`src/rtl/subpg_guard_pkg.sv`:
```
package subpg_guard_pkg;

    typedef enum logic [1:0] {
        OUT_ALLOW  = 2'd0,
        OUT_VIOL   = 2'd1,
        OUT_MISS   = 2'd2,
        OUT_MISCFG = 2'd3
    } outcome_e;

    typedef enum logic [1:0] {
        ST_IDLE,
        ST_ISSUE,
        ST_WAIT,
        ST_DONE
    } walk_st_e;

    typedef struct packed {
        logic [63:0] gpa;
        logic [63:0] gla;
        logic        is_write;
        logic        leaf_wr;
        logic        leaf_sp_en;
        logic        prot_en;
    } walk_req_t;

    typedef struct packed {
        logic     descend;
        outcome_e result;
    } entry_verdict_t;

    localparam int TBL_EXIT_CODE = 66;
    localparam int QUAL_MISS_BIT = 11;

    // Bits of an entry or pointer that form a 4KB-aligned table base.
    function automatic logic [63:0] table_addr_mask(input int pa_w);
        return ((64'd1 << pa_w) - 64'd1) & ~64'h0000_0000_0000_0FFF;
    endfunction

endpackage

```
`src/rtl/subpg_index_sel.sv`:
```
module subpg_index_sel #(
    parameter int LEVELS = 4,
    parameter int IDX_W  = 9,
    localparam int LVL_W = $clog2(LEVELS),
    localparam int TOP   = 12 + IDX_W * LEVELS - 1
) (
    input  logic [TOP:7]       gpa_bits,
    input  logic [LVL_W-1:0]   level,
    output logic [IDX_W-1:0]   idx,
    output logic [4:0]         sub_idx
);
    logic [IDX_W-1:0] fields [LEVELS];

    // fields[0] indexes the leaf table, fields[LEVELS-1] the root table
    for (genvar g = 0; g < LEVELS; g++) begin : g_field
        assign fields[g] = gpa_bits[12 + IDX_W * g +: IDX_W];
    end

    assign idx     = fields[level];
    assign sub_idx = gpa_bits[11:7];
endmodule

```
`src/rtl/subpg_entry_check.sv`:
```
module subpg_entry_check
    import subpg_guard_pkg::*;
#(
    parameter int PA_W = 46
) (
    input  logic [63:0]    entry,
    input  logic           is_leaf,
    input  logic [4:0]     sub_idx,
    output entry_verdict_t verdict,
    output logic [63:0]    next_base
);
    localparam logic [63:0] ADDR_MASK = table_addr_mask(PA_W);
    localparam logic [63:0] RESV_MASK = ~ADDR_MASK & ~64'h1;
    localparam logic [63:0] LEAF_RESV = 64'hAAAA_AAAA_AAAA_AAAA;

    always_comb begin
        next_base       = entry & ADDR_MASK;
        verdict.descend = 1'b0;
        verdict.result  = OUT_ALLOW;
        if (is_leaf) begin
            if ((entry & LEAF_RESV) != 64'd0) begin
                verdict.result = OUT_MISCFG;
            end else if (entry[{sub_idx, 1'b0}]) begin
                verdict.result = OUT_ALLOW;
            end else begin
                verdict.result = OUT_VIOL;
            end
        end else begin
            if ((entry & RESV_MASK) != 64'd0) begin
                verdict.result = OUT_MISCFG;
            end else if (!entry[0]) begin
                verdict.result = OUT_MISS;
            end else begin
                verdict.descend = 1'b1;
            end
        end
    end
endmodule

```
`src/rtl/subpg_exit_fmt.sv`:
```
module subpg_exit_fmt
    import subpg_guard_pkg::*;
#(
    parameter int REASON_W = 16
) (
    input  outcome_e            outcome,
    output logic [REASON_W-1:0] reason,
    output logic [63:0]         qual
);
    always_comb begin
        reason = '0;
        qual   = '0;
        if (outcome == OUT_MISS || outcome == OUT_MISCFG) begin
            reason = REASON_W'(TBL_EXIT_CODE);
        end
        if (outcome == OUT_MISS) begin
            qual[QUAL_MISS_BIT] = 1'b1;
        end
    end
endmodule

```
`src/rtl/subpg_wr_guard.sv`:
```
module subpg_wr_guard
    import subpg_guard_pkg::*;
#(
    parameter int PA_W     = 46,
    parameter int LEVELS   = 4,
    parameter int IDX_W    = 9,
    parameter int REASON_W = 16
) (
    input  logic                clk,
    input  logic                rst,
    input  logic                req_valid,
    output logic                req_ready,
    input  logic [63:0]         req_gpa,
    input  logic [63:0]         req_gla,
    input  logic                req_is_write,
    input  logic                req_leaf_wr,
    input  logic                req_leaf_sp_en,
    input  logic                prot_enable,
    input  logic [63:0]         root_ptr,
    output logic                mem_req_valid,
    input  logic                mem_req_ready,
    output logic [63:0]         mem_req_addr,
    input  logic                mem_rsp_valid,
    input  logic [63:0]         mem_rsp_data,
    output logic                done_valid,
    output logic [1:0]          done_outcome,
    output logic [REASON_W-1:0] done_reason,
    output logic [63:0]         done_qual,
    output logic [63:0]         done_gpa,
    output logic [63:0]         done_gla
);
    localparam int LVL_W   = $clog2(LEVELS);
    localparam int GPA_TOP = 12 + IDX_W * LEVELS - 1;
    localparam logic [63:0] ROOT_MASK = table_addr_mask(PA_W);

    walk_st_e         state_q;
    walk_req_t        req_q;
    walk_req_t        req_in;
    logic [LVL_W-1:0] level_q;
    logic [63:0]      base_q;
    outcome_e         outcome_q;

    logic [IDX_W-1:0] idx;
    logic [4:0]       sub_idx;
    entry_verdict_t   verdict;
    logic [63:0]      next_base;
    logic [63:0]      root_base;
    logic             needs_walk;
    outcome_e         quick_outcome;

    assign req_in = '{gpa: req_gpa, gla: req_gla, is_write: req_is_write,
                      leaf_wr: req_leaf_wr, leaf_sp_en: req_leaf_sp_en,
                      prot_en: prot_enable};

    assign root_base = root_ptr & ROOT_MASK;

    // Decision for requests that never reach the table
    always_comb begin
        needs_walk    = 1'b0;
        quick_outcome = OUT_ALLOW;
        if (req_in.is_write) begin
            if (req_in.prot_en && req_in.leaf_sp_en) begin
                needs_walk = !req_in.leaf_wr;
            end else if (!req_in.leaf_wr) begin
                quick_outcome = OUT_VIOL;
            end
        end
    end

    subpg_index_sel #(.LEVELS(LEVELS), .IDX_W(IDX_W)) u_idx (
        .gpa_bits (req_q.gpa[GPA_TOP:7]),
        .level    (level_q),
        .idx      (idx),
        .sub_idx  (sub_idx)
    );

    subpg_entry_check #(.PA_W(PA_W)) u_chk_ent (
        .entry     (mem_rsp_data),
        .is_leaf   (level_q == '0),
        .sub_idx   (sub_idx),
        .verdict   (verdict),
        .next_base (next_base)
    );

    subpg_exit_fmt #(.REASON_W(REASON_W)) u_fmt (
        .outcome (outcome_q),
        .reason  (done_reason),
        .qual    (done_qual)
    );

    always_ff @(posedge clk) begin
        if (rst) begin
            state_q   <= ST_IDLE;
            req_q     <= '0;
            level_q   <= '0;
            base_q    <= '0;
            outcome_q <= OUT_ALLOW;
        end else begin
            unique case (state_q)
                ST_IDLE: begin
                    if (req_valid) begin
                        req_q <= req_in;
                        if (needs_walk) begin
                            level_q <= LVL_W'(LEVELS - 1);
                            base_q  <= root_base;
                            state_q <= ST_ISSUE;
                        end else begin
                            outcome_q <= quick_outcome;
                            state_q   <= ST_DONE;
                        end
                    end
                end
                ST_ISSUE: begin
                    if (mem_req_ready) begin
                        state_q <= ST_WAIT;
                    end
                end
                ST_WAIT: begin
                    if (mem_rsp_valid) begin
                        if (verdict.descend) begin
                            base_q  <= next_base;
                            level_q <= level_q - 1'b1;
                            state_q <= ST_ISSUE;
                        end else begin
                            outcome_q <= verdict.result;
                            state_q   <= ST_DONE;
                        end
                    end
                end
                default: begin
                    state_q <= ST_IDLE;
                end
            endcase
        end
    end

    assign req_ready     = (state_q == ST_IDLE);
    assign mem_req_valid = (state_q == ST_ISSUE);
    assign mem_req_addr  = base_q + {{(64 - IDX_W - 3){1'b0}}, idx, 3'b000};
    assign done_valid    = (state_q == ST_DONE);
    assign done_outcome  = outcome_q;
    assign done_gpa      = req_q.gpa;
    assign done_gla      = req_q.gla;
endmodule

```
`config.mk`:
```
export PLATFORM = sky130hd
export DESIGN_NAME = subpg_wr_guard
export DESIGN_NICKNAME = d
export VERILOG_FILES = /design/src/rtl/subpg_guard_pkg.sv /design/src/rtl/subpg_index_sel.sv /design/src/rtl/subpg_entry_check.sv /design/src/rtl/subpg_exit_fmt.sv /design/src/rtl/subpg_wr_guard.sv
export SDC_FILE = /design/constraint.sdc
export NUM_CORES = 1
export LEC_CHECK = 0
export ABC_AREA = 1
export BUFFER_PORTS_ARGS = -buffer_cell sky130_fd_sc_hd__buf_2
export CAP_MARGIN = 20
export CORE_AREA = 3 3 212 214
export CTS_CLUSTER_DIAMETER = 40
export DETAILED_ROUTE_END_ITERATION = 16
export DIE_AREA = 0 0 215 217
export PLACE_DENSITY_LB_ADDON = 0.08
export SLEW_MARGIN = 10
export SYNTH_ARGS = -nofsm -noshare
export SYNTH_HDL_FRONTEND = slang
export SYNTH_SLANG_ARGS = --single-unit
```
`constraint.sdc`:
```
create_clock -name clk -period 3.3 [get_ports clk]
set_input_delay 0.495 -clock clk [delete_from_list [all_inputs] [get_ports clk]]
set_output_delay 0.495 -clock clk [all_outputs]
set_load 0.02 [all_outputs]
```
==> flow_summary.toml <==
[outcome]
status = "finished clean"

[layout]
drive_gt1_frac = 0.3077
layout.nets = 1778
final_cell_count_no_fill = 2116
final_cell_mix = "413 x buf_2, 291 x nor2_1, 177 x o21ai_0, 168 x dfxtp_1, 126 x nand2_1"
area_growth_pct = 34.89
layout_commonest_cell = "buf_2"

[place]
placed_cells = 2078
hpwl_mm = 26.89
gp_congestion = 0.7935
port_buffers = 413

[clock_network]
numCtsBuffers = 17
cts.clk_slew.worst_paths_ps = 70
clock_tree.root_cell = "clkbuf_16"
holdBufCountCts = 0
clk_latency_ps = 460
cts_tree = "done"
cts_max_path_buffers = 2
clock_sinks = 168
cts_htree_levels = 4
post_cts_buffers = 0
cts_resized = 0

[floorplan]
die-area_sq_um = 46660
dieHeight_microns = 217
die_x_microns = 215
num_io_pins = 542
core.rowCount = 76
core_area_sq_um = 43080
start_util = 0.1850

[drt]
routed_via_density = 3.882
remaining_drc_errors = 0
wl_per_cell_microns = 16.93
dr.pass1.iters = 4
drt-initial-drc-count = 324
drtAntennaViolNets = 0
vias = 8215
wirelength_mm = 35.82

[job]
drv_cap = 0

[grt]
overflow = 0
grt_usage = 0.1488
grt_pass1_vias = 8237
grt_start_max_net_pins = 100
grt_pass1_wl_mm = 52.35
antenna_found_initial = 9

[timing]
slew_headroom = 0.4264
final.min_clock_period_ps = 2703
fin_tns_setup_ps = 0
tightestPinTransition_ps = 860.4
period_share = 0.8191
timing.fmax_mhz = 370.0
rsz0062_at_grt = "false"
final_hold_viol_count = 0
setup_viol = 0
fin_skew_ps = 6.847
slew_viol_final = 0

[setup_path]
path_cells = "buf_4 -> clkinv_1 -> ha_1 -> inv_1 -> nand4_1 -> nor2_1 -> nand2_1 -> nor2_2 -> nand3_2 -> nand2_2 -> buf_4 -> nand3_1 -> a21oi_1"
critPathLaunchType = "flip-flop"
cp_data_arrival_time_ps = 3080
critPathSlowestCell = "buf_4"
worstSetupPathType = "flip-flop to flip-flop"
cp.required_ps = 3680
crit_end = "base_q[19]"
crit_fanout = 34
cp.buffers_inverters = 4
cpPeakStageDelay_ps = 400
reg2reg_to = "base_q[19]"
cp-end-kind = "flip-flop"
r2r_setup_slack_ps = 600
cp_num_cells = 13
critPathLaunch = "level_q[1]"
cpLargestDelayFamily = "buffers and inverters"
crit_top_cell = "buf_4"
r2r_cells = 13
reg2reg_from = "level_q[1]"

[power_and_ir_drop]
vdd_drop_max_uv = 366.8
p_per_area_nw_per_um2 = 589.6
p_leak_nw = 5.349
finalPower_mw = 6.337

[synthesis]
ys_seq_area_frac = 0.4221
syn_area_sq_um = 7968
yosysTopAreaCell = "dfxtp_1"
synth.area.top_cells = "dfxtp_1 42%, nor2_1 14%, o21ai_0 11%"
yosys_warnings = 0
synth_top_area_frac = 0.4221
ys_seq_elements = 168
syn-instance-count = 1143
synth_cell_types = 30
syn_avg_cell_area_sq_um = 6.971

[worst_hold_path]
hp-class = "primary input to flip-flop"
min-delay-start = "req_gpa[18]"
## cell type report
class,instances,area [sq um]
clock inverter,10,120.1
antenna,7,17.52
fill,4987,32330
inverter,62,235.2
clock buffer,21,460.4
sequential,168,3363
tap,585,732.0
multi-input combinational,838,3625
timing repair buffer,425,2195
## sequential cells by signal (all words and copies together) (netlist names)
signal        count
base_q           34
done_gla         64
done_gpa         64
done_outcome      2
level_q           2
state_q           2
## routing by layer
layer / part of all wire / track usage / vias up
li1: - / - / 4205
met1: 0.43 / 0.1792 / 3677
met2: 0.46 / 0.2394 / 289
met3: 0.088 / 0.06130 / 38
met4: 0.019 / 0.05354 / 6
met5: 0.0011 / 0 / -
## tightest hold or removal path, stage by stage
cell,delay [ps]
buf_2,70
o21ai_0,70
nor2_1,70
## metrics by stage
stage	hold WS, ps	area (sq um)	setup slack (ps)	utilization
4_1_cts	248.8	10730	513.2	0.2491
3_5_place_dp	449.9	10150	568.1	0.2356
3_3_place_gp	446.4	10150	608.6	0.2356
6_report	283.9	10750	597.1	0.2495
5_1_grt	256.9	10740	346.4	0.2493
2_1_floorplan	535.8	8332	1448	-
## Yosys cell counts
| cell | instances |
|---|---|
| a21oi_1 | 44 |
| a21oi_2 | 1 |
| buf_1 | 2 |
| buf_2 | 15 |
| buf_4 | 99 |
| buf_6 | 11 |
| clkbuf_1 | 45 |
| clkinv_1 | 3 |
| conb_1 | 1 |
| dfxtp_1 | 168 |
| ha_1 | 1 |
| inv_1 | 56 |
| inv_2 | 3 |
| nand2_1 | 127 |
| nand2_2 | 2 |
| nand2_4 | 1 |
| nand3_1 | 67 |
| nand3_2 | 1 |
| nand3b_1 | 1 |
| nand4_1 | 7 |
| nor2_1 | 291 |
| nor2_2 | 1 |
| nor2_4 | 1 |
| nor3_1 | 3 |
| nor3_2 | 1 |
| nor4_1 | 3 |
| o21ai_0 | 177 |
| o21ai_2 | 1 |
| o22ai_1 | 9 |
| or2_1 | 1 |
## power breakdown
group	internal, mW	total, mW	switching [mW]
Clock	1.15	2.07	0.919
Combinational	0.554	1.83	1.28
Sequential	2.27	2.43	0.161
## logic make-up (layout without fill, tap and decap cells)
logic type,after synthesis,after routing,share of synthesized area
adders and majority gates,1,1,0.001570
DFF,168,168,0.4221
buffers and inverters,234,518,0.1696
other,1,105,0.0004707
and+or+nand+nor,507,507,0.2582
AOI/OAI and AO/OA,232,232,0.1481
## how the worst min path moves through the flow
stage	endpoint	slack, ps	cells past startpoint
floorplan	base_q[15]	540	2
global placement	base_q[37]	450	2
global route	done_gla[19]	260	3
finish	done_gpa[18]	280	3
detailed placement	base_q[44]	450	2
CTS	done_gla[50]	250	3
Power figures use the tool's default switching activity.
